### config.mk
export PLATFORM = sky130hd
export DESIGN_NAME = fcmp_flags
export DESIGN_NICKNAME = d
export VERILOG_FILES = /design/src/rtl/fcmp_flags.sv
export SDC_FILE = /design/constraint.sdc
export NUM_CORES = 1
export LEC_CHECK = 0
export CAP_MARGIN = 30
export CORE_ASPECT_RATIO = 1.4
export CORE_MARGIN = 2
export CORE_UTILIZATION = 40
export CTS_BUF_LIST = sky130_fd_sc_hd__clkbuf_4 sky130_fd_sc_hd__clkbuf_8 sky130_fd_sc_hd__clkbuf_16
export CTS_CLUSTER_DIAMETER = 30
export DETAILED_ROUTE_END_ITERATION = 7
export PLACE_DENSITY = 0.88
export SYNTH_ARGS = -nofsm -noshare
export SYNTH_HDL_FRONTEND = slang
export SYNTH_SLANG_ARGS = --single-unit
### constraint.sdc
create_clock -name clk -period 1.8 [get_ports clk]
set_input_delay 0.27 -clock clk [delete_from_list [all_inputs] [get_ports clk]]
set_output_delay 0.27 -clock clk [all_outputs]
set_load 0.05 [all_outputs]
### src/rtl/fcmp_flags.sv
module fcmp_flags #(
  parameter int EXP_W  = 8,
  parameter int FRAC_W = 23
) (
  input  logic                        clk,
  input  logic                        rst_n,
  input  logic                        in_valid,
  output logic                        in_ready,
  input  logic [EXP_W+FRAC_W:0]       op_a,
  input  logic [EXP_W+FRAC_W:0]       op_b,
  input  logic [EXP_W+FRAC_W:0]       imm_val,
  input  logic                        use_imm,
  input  logic                        negate,
  input  logic                        signal_mode,
  output logic                        out_valid,
  output logic                        flag_lt,
  output logic                        flag_eq,
  output logic                        flag_ge,
  output logic                        flag_uo,
  output logic                        invalid
);
  localparam int W = 1 + EXP_W + FRAC_W;

  function automatic logic is_nan(input logic [W-1:0] x);
    return (&x[W-2:FRAC_W]) && (|x[FRAC_W-1:0]);
  endfunction

  function automatic logic is_snan(input logic [W-1:0] x);
    return is_nan(x) && !x[FRAC_W-1];
  endfunction

  logic [W-1:0] b_sel, b_eff;
  logic [W-2:0] mag_a, mag_b;
  logic         sa, sb, unord, trap, zeros, m_lt, m_eq;
  logic         lt_c, eq_c, gt_c;

  assign in_ready = 1'b1;
  assign b_sel = use_imm ? imm_val : op_b;
  assign b_eff = {b_sel[W-1] ^ negate, b_sel[W-2:0]};
  assign sa    = op_a[W-1];
  assign sb    = b_eff[W-1];
  assign mag_a = op_a[W-2:0];
  assign mag_b = b_eff[W-2:0];
  assign m_lt  = mag_a < mag_b;
  assign m_eq  = mag_a == mag_b;
  assign zeros = ~|mag_a && ~|mag_b;
  assign unord = is_nan(op_a) || is_nan(b_eff);
  assign trap  = is_snan(op_a) || is_snan(b_eff);

  always_comb begin
    lt_c = 1'b0;
    eq_c = 1'b0;
    gt_c = 1'b0;
    if (unord) begin
      lt_c = 1'b0;
    end else if (zeros) begin
      eq_c = 1'b1;
    end else if (sa != sb) begin
      lt_c = sa;
      gt_c = sb;
    end else if (!sa) begin
      lt_c = m_lt;
      eq_c = m_eq;
      gt_c = !m_lt && !m_eq;
    end else begin
      lt_c = !m_lt && !m_eq;
      eq_c = m_eq;
      gt_c = m_lt;
    end
  end

  always_ff @(posedge clk or negedge rst_n) begin
    if (!rst_n) begin
      out_valid <= 1'b0;
      flag_lt   <= 1'b0;
      flag_eq   <= 1'b0;
      flag_ge   <= 1'b0;
      flag_uo   <= 1'b0;
      invalid   <= 1'b0;
    end else begin
      out_valid <= in_valid;
      if (in_valid) begin
        flag_lt <= lt_c;
        flag_eq <= eq_c;
        flag_ge <= gt_c | eq_c;
        flag_uo <= unord;
        invalid <= signal_mode ? unord : trap;
      end
    end
  end
endmodule

======== Yosys cells after proc, flatten, opt, wreduce, memory -nomap -nowiden ========
Cells that the tools add are included.
Widths: inputs -> output; s select.
storage, ports and cells
  bits in registers ....................... 6
  input bits .............................. 102
  output and inout port bits .............. 7
  word-level logic and storage cells ...... 44
operators by class
  magnitude comparators ................... 1
  eq/ne operators ......................... 2
  mux-type cells .......................... 13
  bitwise gates (word level) .............. 2
  reduce and logical (&&, ||, !) cells .... 20
operator list
  operator           count
  $reduce_or 31->1   2
  $reduce_or 23->1   2
  $mux 32            1
  $eq 31x31->1       1
  $lt 31x31->1       1
  $reduce_and 8->1   2
  $mux 1             12
  $logic_and 1x1->1  6
  $logic_not 1->1    6
  $logic_or 1x1->1   2
  $ne 1x1->1         1
  $or 1x1->1         1
  $xor 1x1->1        1

======== Logic depth before layout (Yosys ltp) ========
Gate-level depths: netlist of run 1.
  depth in word-level cells ............... 9
  depth in mapped cells ................... 12
  depth with buffers taken out ............ 10

======== Worst setup path before layout of run 1 ========
No wires, ideal clock.
  path type ............................... input to register
  start ................................... input port use_imm
  end ..................................... register flag_ge
  library setup time ...................... 76 ps
  data arrival time ....................... 2422 ps
  required time ........................... 1724 ps
  path slack .............................. -698 ps
  cell stages on the path ................. 12
  buffers on the path ..................... 3
  cell sequence ........................... buf_6 buf_2 buf_2 mux2i_1 ha_1 a21oi_1 o21ai_0 a221oi_1 o21ai_1 a21o_4 a21bo_1 o21ai_1
between the ends
  cells in the longest elaborated chain, start to end .. 9
  elaborated cells on any way between the ends .. 23
  classes of those cells .................. order compare (1); eq/ne (2); mux (8); bitwise (2); reduce/logical (10)
ends and longest elaborated chain
  element                                              RTL line  text
  start, declared                                      12        input logic use_imm,
  $mux 32 (*)                                          38        assign b_sel = use_imm ? imm_val : op_b;
  $lt 31x31->1 / $eq 31x31->1 (equally long branches)  44, 45
  $logic_not 1->1                                      64        gt_c = !m_lt && !m_eq;
  $logic_and 1x1->1                                    64
  $mux 1                                               61        end else if (!sa) begin
  $mux 1                                               58        end else if (sa != sb) begin
  $mux 1                                               56        end else if (zeros) begin
  $mux 1                                               54        if (unord) begin
  $or 1x1->1 (*)                                       85        flag_ge <= gt_c | eq_c;
  end signal, assigned                                 85
  end, declared                                        18        output logic flag_ge,
Every way passes the cells marked *; elsewhere a longest branch is shown, timed or not.
A chain may end at the register's enable or synchronous reset.

======== Worst setup path after layout of run 1 ========
  start ................................... input port use_imm
  end ..................................... register flag_lt
between the ends
  cells in the longest elaborated chain, start to end .. 8
  elaborated cells on any way between the ends .. 19
  classes of those cells .................. order compare (1); eq/ne (2); mux (5); bitwise (1); reduce/logical (10)
ends and longest elaborated chain
  element                                              RTL line  text
  $mux 32 (*)                                          38
  $lt 31x31->1 / $eq 31x31->1 (equally long branches)  44, 45
  $logic_not 1->1                                      66        lt_c = !m_lt && !m_eq;
  $logic_and 1x1->1                                    66
  $mux 1                                               61
  $mux 1                                               58
  $mux 1                                               56
  $mux 1 (*)                                           54
  end signal, assigned                                 83        flag_lt <= lt_c;
  end, declared                                        16        output logic flag_lt,
Marked as above.

==> metrics.md, run 1 <==
| Metric | Value |
|---|---|
| Hold Path Class | `primary input to asynchronous set/reset pin` |
| Critical path cell sequence | `buf_12, buf_12, buf_8, mux2i_1, ha_1, a21oi_1, nand2_1, a21oi_1, o211ai_1, buf_4, a21oi_2, o211ai_1, o2bb2ai_1` |
| Synthesis-to-finish area growth | `123.4%` |
| Vias in the first global route | `roughly 2,600` |
| Worst slack at placement | `-0.8628 ns` |
| I/O pin total | `109` |
| Hold_buf cts | `0` |
| Violated checks | `DRC, setup timing` |
| DRC | `14` |
| Setup violators final | `5` |
| Max-Cap Viols | `0` |
| Number of iterations in the first detailed-routing pass | `8` |
| Startpoint types | `primary input` |
| CP max stage delay | `0.55 ns` |
| Clk_skew | `0 ns` |
| Register area share after synthesis | `8.969%` |
| First DRT Iteration DRCs | `265` |
| Initial antenna violation count | `1` |
| Tcrit/Tclk final | `175.2%` |
| Share of cells above drive strength 1 | `38.40%` |
| Reg clk slew, reported paths | `roughly 0.04 ns` |
| Post-DRT Antenna Nets | `0` |
| CP max stage cell | `a21oi_1` |
| Placed cell count | `about 380` |
| Cell variety after synth | `42` |
| Mapped Area | `1674 µm²` |
| Final Power | `approximately 1.4 mW` |
| Minimum clock period | `3.154 ns` |
| Grt ovf | `0` |
| FFs w/ async S/R, synth | `100.0%` |
| Final hold viol count | `0` |
| All-Layer GR Usage | `approximately a third` |
| FILL cells | `122` |
| Starting density of the core | `42.00%` |
| First-pass GRT wire length | `12.49 mm` |
| Status | `complete, but fails checks` |
| Die H | `between 80 and 90 µm` |
| Critical path class | `primary input to flop` |
| Setup TNS | `-4.259 ns` |
| Clk_lat worst skew | `0.23 ns` |
| Fin cells | `406` |
| Routed length per instance | `31.76 µm` |
| Syn nets | `330` |
| RSZ-0062 raised after global routing | `true` |
| Die Area | `4726 µm²` |
| Main flop type after synthesis | `dfrtp_1` |
| Worst EP required | `1.94 ns` |
| Pwr per Cell Area | `380.9 nW/µm²` |
| Largest net degree at the start of global routing | `15` |
| FF-to-FF setup slack | `1.04 ns` |
| P_leak | `1.858 nW` |
| CTS buffer count | `3` |
| Crit path max fanout | `7` |
| Mapped Cells | `197` |
| Syn. warnings | `0` |
| Core ar. | `3986 µm²` |
| Worst relative slew slack | `61.02%` |
| Final WL | `12.89 mm` |
| Post-DP HPWL | `about 6.2 mm` |
| Worst EP arrival | `approximately 3.3 ns` |
| Mean Syn Cell Area | `8.498 µm²` |
| # rows | `27` |
| Clock root buffer | `clkbuf_8` |
| TritonCTS clock tree | `built` |
| GPL Wtd Cong | `0.9314` |
| Die Wd | `about 59 µm` |
| PortBufs | `between 100 and 150` |
| Vias per inst | `between 7 and 8` |
| Worst slew pin tran | `0.5799 ns` |
| Hold_ws | `0.3009 ns` |
| Post-synth EDFFs | `0` |
| H-tree lvl count | `1` |
| Fmax | `317.1 MHz` |
| Fin nets | `just under 500` |
| Max VDD drop | `~0.54 mV` |
| Endpoint class of the critical path | `flop` |
| Final count of pins violating max slew | `0` |
| Clock tree buffer depth | `2` |
| #FFs+latches synth | `6` |
| Via count | `2,967` |
| Clock Sinks | `6` |
| Final Worst Setup Slack | `-1.354 ns` |
[what timing repair did]
| item | 4_1_cts | 5_1_grt |
|---|---|---|
| setup buffers | 4 | 12 |
| gates resized for setup | 57 | 97 |
| gates cloned | 2 | 0 |
| pin swaps | 34 | 49 |
| endpoints found under the setup margin | 5 | 5 |
[cell families after synthesis]
kind of cell / count (synthesis) / share of synthesized area [%]
adders and majority gates: 31 / 23.17
muxes: 32 / 19.36
other: 1 / 0.2240
and+or+nand+nor: 76 / 27.13
buffers and inverters: 9 / 3.288
DFF: 6 / 8.968
xor gates and xnor gates: 2 / 1.047
AOI/OAI and AO/OA: 40 / 16.82
[stage by stage]
stage | cell area (µm²) | utilization [%]
6_report | 3740 | 93.82
5_1_grt | 3740 | 93.82
4_1_cts | 3309 | 83.02
3_5_place_dp | 3117 | 78.19
3_3_place_gp | 3117 | 78.19
2_1_floorplan | 1753 | -
[final timing paths]
kind / start / endpoint / cells past startpoint
max reg2reg: flag_ge / flag_ge / 2
min in group clk: flag_eq / flag_eq / 1
min reg2reg: flag_eq / flag_eq / 1
max: use_imm / flag_lt / 13
min: rst_n / flag_lt / 1
max in group asynchronous: rst_n / flag_eq / 1
[power breakdown]
part / switching, mW / internal, mW
clock: 0.0744 / 0.145
sequential: 0.00949 / 0.148
combinational: 0.535 / 0.512
total: 0.619 / 0.805
[synth_stat cells, types with 3 or more instances]
master,number,area [µm²]
and4_1,3,26.28
nand2_1,14,52.55
mux2_2,3,33.78
dfrtp_1,6,150.1
mux2i_1,29,290.3
nor4_1,14,87.58
o21ai_0,5,25.02
nor2_1,9,33.78
ha_1,31,387.9
nor3_1,3,15.01
nand4_1,13,81.33
a21oi_1,15,75.07
inv_1,4,15.01
nand3_1,11,55.05
[routing by layer]
| layer | track usage, % | vias to the layer above | routed length (µm) |
|---|---|---|---|
| li1 | - | 1128 | - |
| met1 | 35.04 | 1361 | 4113 |
| met2 | 63.82 | 335 | 5553 |
| met3 | 8.052 | 143 | 1876 |
| met4 | 19.77 | 0 | 1349 |
| met5 | 0 | - | 0 |
[placed cells by master, fill, tap and decap left out, types with 7 or more instances in the layout]
cell / synthesis / routed
dlymetal6s2s_1: 0 / 32
a21oi_1: 15 / 8
nand3_1: 11 / 9
mux2i_1: 29 / 14
nand2_1: 14 / 12
a21oi_2: 1 / 7
ha_1: 31 / 28
nand4_1: 13 / 13
clkdlybuf4s50_1: 0 / 41
dlygate4sd2_1: 0 / 20
mux2i_2: 0 / 12
nor2_1: 9 / 8
buf_4: 1 / 53
[state kept, by name (all words and copies together), names as in the netlist]
name       count
out_valid      1
flag_lt        1
flag_eq        1
flag_ge        1
flag_uo        1
invalid        1
[worst max-delay path, delay by kind of cell]
kind,cells,cell delay [ns]
adders and majority gates,1,0.32
muxes,1,0.23
buffers and inverters,4,0.65
AOI/OAI and AO/OA,6,1.59
and+or+nand+nor,1,0.24
[area by class of cell]
cell class | count | area [µm²] | share of cell area [%]
clock buffers | 3 | 41.29 | 1.104
inverters | 4 | 17.52 | 0.4684
diodes | 1 | 2.502 | 0.06691
multi-input cells | 182 | 1833 | 49.01
repair buffers | 167 | 1642 | 43.89
flip-flops and latches | 6 | 150.1 | 4.015
well taps | 43 | 53.80 | 1.439
No activity file was read; power rests on OpenSTA's default activity.
==> inputs of run 2 (changes only) <==
- HOLD_SLACK_MARGIN: not set -> 0.08
==> results of run 2 <==
Same layout as run 1: the final DEF is identical, and so are final timing and power.
==> inputs of run 3 (changes only) <==
--- a/config.mk
+++ b/config.mk
@@ -16,2 +16,3 @@
 export PLACE_DENSITY = 0.88
+export REMOVE_ABC_BUFFERS = 1
 export SYNTH_ARGS = -nofsm -noshare
==> constraint.sdc (replaced) <==
create_clock -name clk -period 1.8 [get_ports clk]
set_input_delay 0.18 -clock clk [delete_from_list [all_inputs] [get_ports clk]]
set_output_delay 0.18 -clock clk [all_outputs]
set_load 0.05 [all_outputs]
==> run 3 against run 2 <==
Against the previous run:
- the run still ends with DRC, setup timing left
- flip-flop and latch count did not move
- utilization fell by 0.91 points
- wire length fell by 17%
- sequential share of layout area barely moved
- clock skew did not move
- fmax rose by 36%
- final area fell by 0.97%
- global-route usage fell by 2.6 points
- largest cell class unchanged
==> metrics.md, run 3 (same netlist as run 1, synthesis figures left out) <==
| Metric | Value |
|---|---|
| Worst relative slew slack | `62.29% (was 61.02%)` |
| Tcrit/Tclk final | `128.6% (was 175.2%)` |
| First-pass GRT wire length | `11.68 mm (was 12.49 mm)` |
| Buf/Inv on CP | `2 (was 4)` |
| Worst EP required | `1.90 ns (was 1.94 ns)` |
| Hold Path Class | `primary input to asynchronous set/reset pin (unchanged)` |
| Via count | `2,861 (was 2,967)` |
| Die Wd | `58.68 µm (unchanged)` |
| Vias per inst | `6.944 (was 7.308)` |
| CP max stage delay | `0.48 ns (was 0.55 ns)` |
| Final hold viol count | `0 (unchanged)` |
| Die Area | `4726 µm² (unchanged)` |
| Setup violators final | `5 (unchanged)` |
| First DRT Iteration DRCs | `259 (was 265)` |
| Clk_lat worst skew | `0.24 ns (was 0.23 ns)` |
| Synthesis-to-finish area growth | `121.2% (was 123.4%)` |
| Clk_skew | `0 ns (unchanged)` |
| # rows | `27 (unchanged)` |
| TritonCTS clock tree | `built (unchanged)` |
| Commonest non-fill, non-tap cell in the layout | `buf_4 (unchanged)` |
| CTS buffer count | `3 (unchanged)` |
| Clock Sinks | `6 (unchanged)` |
| Violated checks | `DRC, setup timing (unchanged)` |
| CP max stage cell | `clkdlybuf4s50_1 (was a21oi_1)` |
| Fmax | `431.9 MHz (was 317.1 MHz)` |
| Final WL | `10.73 mm (was 12.89 mm)` |
| GPL Wtd Cong | `0.8853 (was 0.9314)` |
| Grt ovf | `0 (unchanged)` |
| M1 WL | `3.188 mm (was 4.113 mm)` |
| Clock tree buffer depth | `2 (unchanged)` |
| Max-Cap Viols | `0 (unchanged)` |
| Critical path cell sequence | `clkdlybuf4s50_1, mux2i_1, ha_1, and4_4, nand4_1, nor2_2, buf_4, nand2_1, a21oi_1, o21ai_1 (was buf_12, buf_12, buf_8, mux2i_1, ha_1, a21oi_1, nand2_1, a21oi_1, o211ai_1, buf_4, a21oi_2, o211ai_1, o2bb2ai_1)` |
| Die H | `80.55 µm (unchanged)` |
| Status | `complete, but fails checks (unchanged)` |
| PortBufs | `107 (unchanged)` |
| H-tree lvl count | `1 (unchanged)` |
| Share of cells above drive strength 1 | `38.48% (was 38.40%)` |
| Met3 WL | `947 µm (was 1.876 mm)` |
| Most frequent cells in the layout | `60 x buf_4, 57 x clkdlybuf4s50_1, 24 x ha_1, 20 x dlymetal6s2s_1, 19 x dlygate4sd2_1 (was 53 x buf_4, 41 x clkdlybuf4s50_1, 32 x dlymetal6s2s_1, 28 x ha_1, 20 x dlygate4sd2_1)` |
| Final Power | `1.371 mW (was 1.425 mW)` |
| Top routing layer used | `met4 (unchanged)` |
| Antenna diodes | `0 (was 1)` |
| Vias in the first global route | `2,634 (was 2,607)` |
| Reg clk slew, reported paths | `0.04 ns (about the same)` |
| Reg2reg start | `flag_eq (was flag_ge)` |
| Crit path max fanout | `3 (was 7)` |
| Fin nets | `504 (was 497)` |
| Met2 Wirelength | `5.381 mm (was 5.553 mm)` |
| Post-DRT Antenna Nets | `0 (unchanged)` |
| Hold_buf cts | `0 (unchanged)` |
| Worst slack at placement | `-0.8409 ns (was -0.8628 ns)` |
| Worst EP arrival | `2.42 ns (was 3.30 ns)` |
| Clock root buffer | `clkbuf_8 (unchanged)` |
| Max VDD drop | `0.3477 mV (was 0.5418 mV)` |
| Endpoint class of the critical path | `flop (unchanged)` |
| Routed length per instance | `26.04 µm (was 31.76 µm)` |
| Post-DP HPWL | `5.718 mm (was 6.243 mm)` |
| I/O pin total | `109 (unchanged)` |
| Worst slew pin tran | `0.5639 ns (was 0.5799 ns)` |
| Startpoint types | `primary input (unchanged)` |
| Number of iterations in the first detailed-routing pass | `7 (was 8)` |
| Crit. Startpoint | `imm_val[28] (was use_imm)` |
| Starting density of the core | `42.00% (unchanged)` |
| Minimum clock period | `2.316 ns (was 3.154 ns)` |
| P_leak | `1.751 nW (was 1.858 nW)` |
| Final count of pins violating max slew | `0 (unchanged)` |
| DRC | `6 (was 14)` |
| Initial antenna violation count | `0 (was 1)` |
| Critical path class | `primary input to flop (unchanged)` |
| Pwr per Cell Area | `370.1 nW/µm² (was 380.9 nW/µm²)` |
| Final Worst Setup Slack | `-0.5156 ns (was -1.354 ns)` |
| CP top delay family | `simple AND/OR/NAND/NOR gates (was compound AO/OA/AOI/OAI gates)` |
| Core ar. | `3986 µm² (unchanged)` |
| RSZ-0062 raised after global routing | `true (unchanged)` |
| Largest net degree at the start of global routing | `7 (was 15)` |
| Setup TNS | `-1.782 ns (was -4.259 ns)` |
| All-Layer GR Usage | `32.29% (was 34.86%)` |
run 3: path summary, 6_finish.rpt:
kind	to	slack, ns	cells after the start
max reg2reg	flag_eq	1.04	1
max in group asynchronous	flag_uo	1.38	1
min reg2reg	flag_lt	0.50	1
min	flag_eq	0.19	1
max	flag_ge	-0.52	10
min in group clk	flag_lt	0.50	1
run 3: what timing repair did:
action	in CTS	in global routing
setup buffers	11	9
gates resized for setup	83	68
setup endpoints to repair	5	5
gates cloned	0	0
pin swaps	37	47
run 3: routing by layer:
layer  up-vias  track usage (%)
li1       1145                -
met1      1298            28.29
met2       288            64.16
met3       130            6.763
met4         0            18.86
met5         -                0
run 3: per-stage QoR:
step | std cells | hold WS, ns | area, µm² | utilization (%)
after floorplan | 192 | -0.1156 | 1634 | -
after global placement | 389 | 0.4323 | 3107 | 77.93
after detailed placement | 389 | 0.4459 | 3107 | 77.93
after CTS | 403 | 0.2065 | 3383 | 84.87
after global routing | 412 | 0.2193 | 3704 | 92.91
final | 412 | 0.1924 | 3704 | 92.91
run 3: power by group:
| part | internal (mW) | leakage [nW] | switching, mW |
|---|---|---|---|
| Clock | 0.145 | 0.0216 | 0.0704 |
| Sequential | 0.148 | 0.0746 | 0.00843 |
| Combinational | 0.516 | 1.65 | 0.483 |
run 3: final cells by class:
type | instances | area (µm²)
Clock buffer | 3 | 41.29
Fill cell | 127 | 282.8
Inverter | 4 | 20.02
Multi-Input combinational cell | 182 | 1824
Sequential cell | 6 | 150.1
Tap cell | 43 | 53.80
Timing Repair Buffer | 174 | 1614
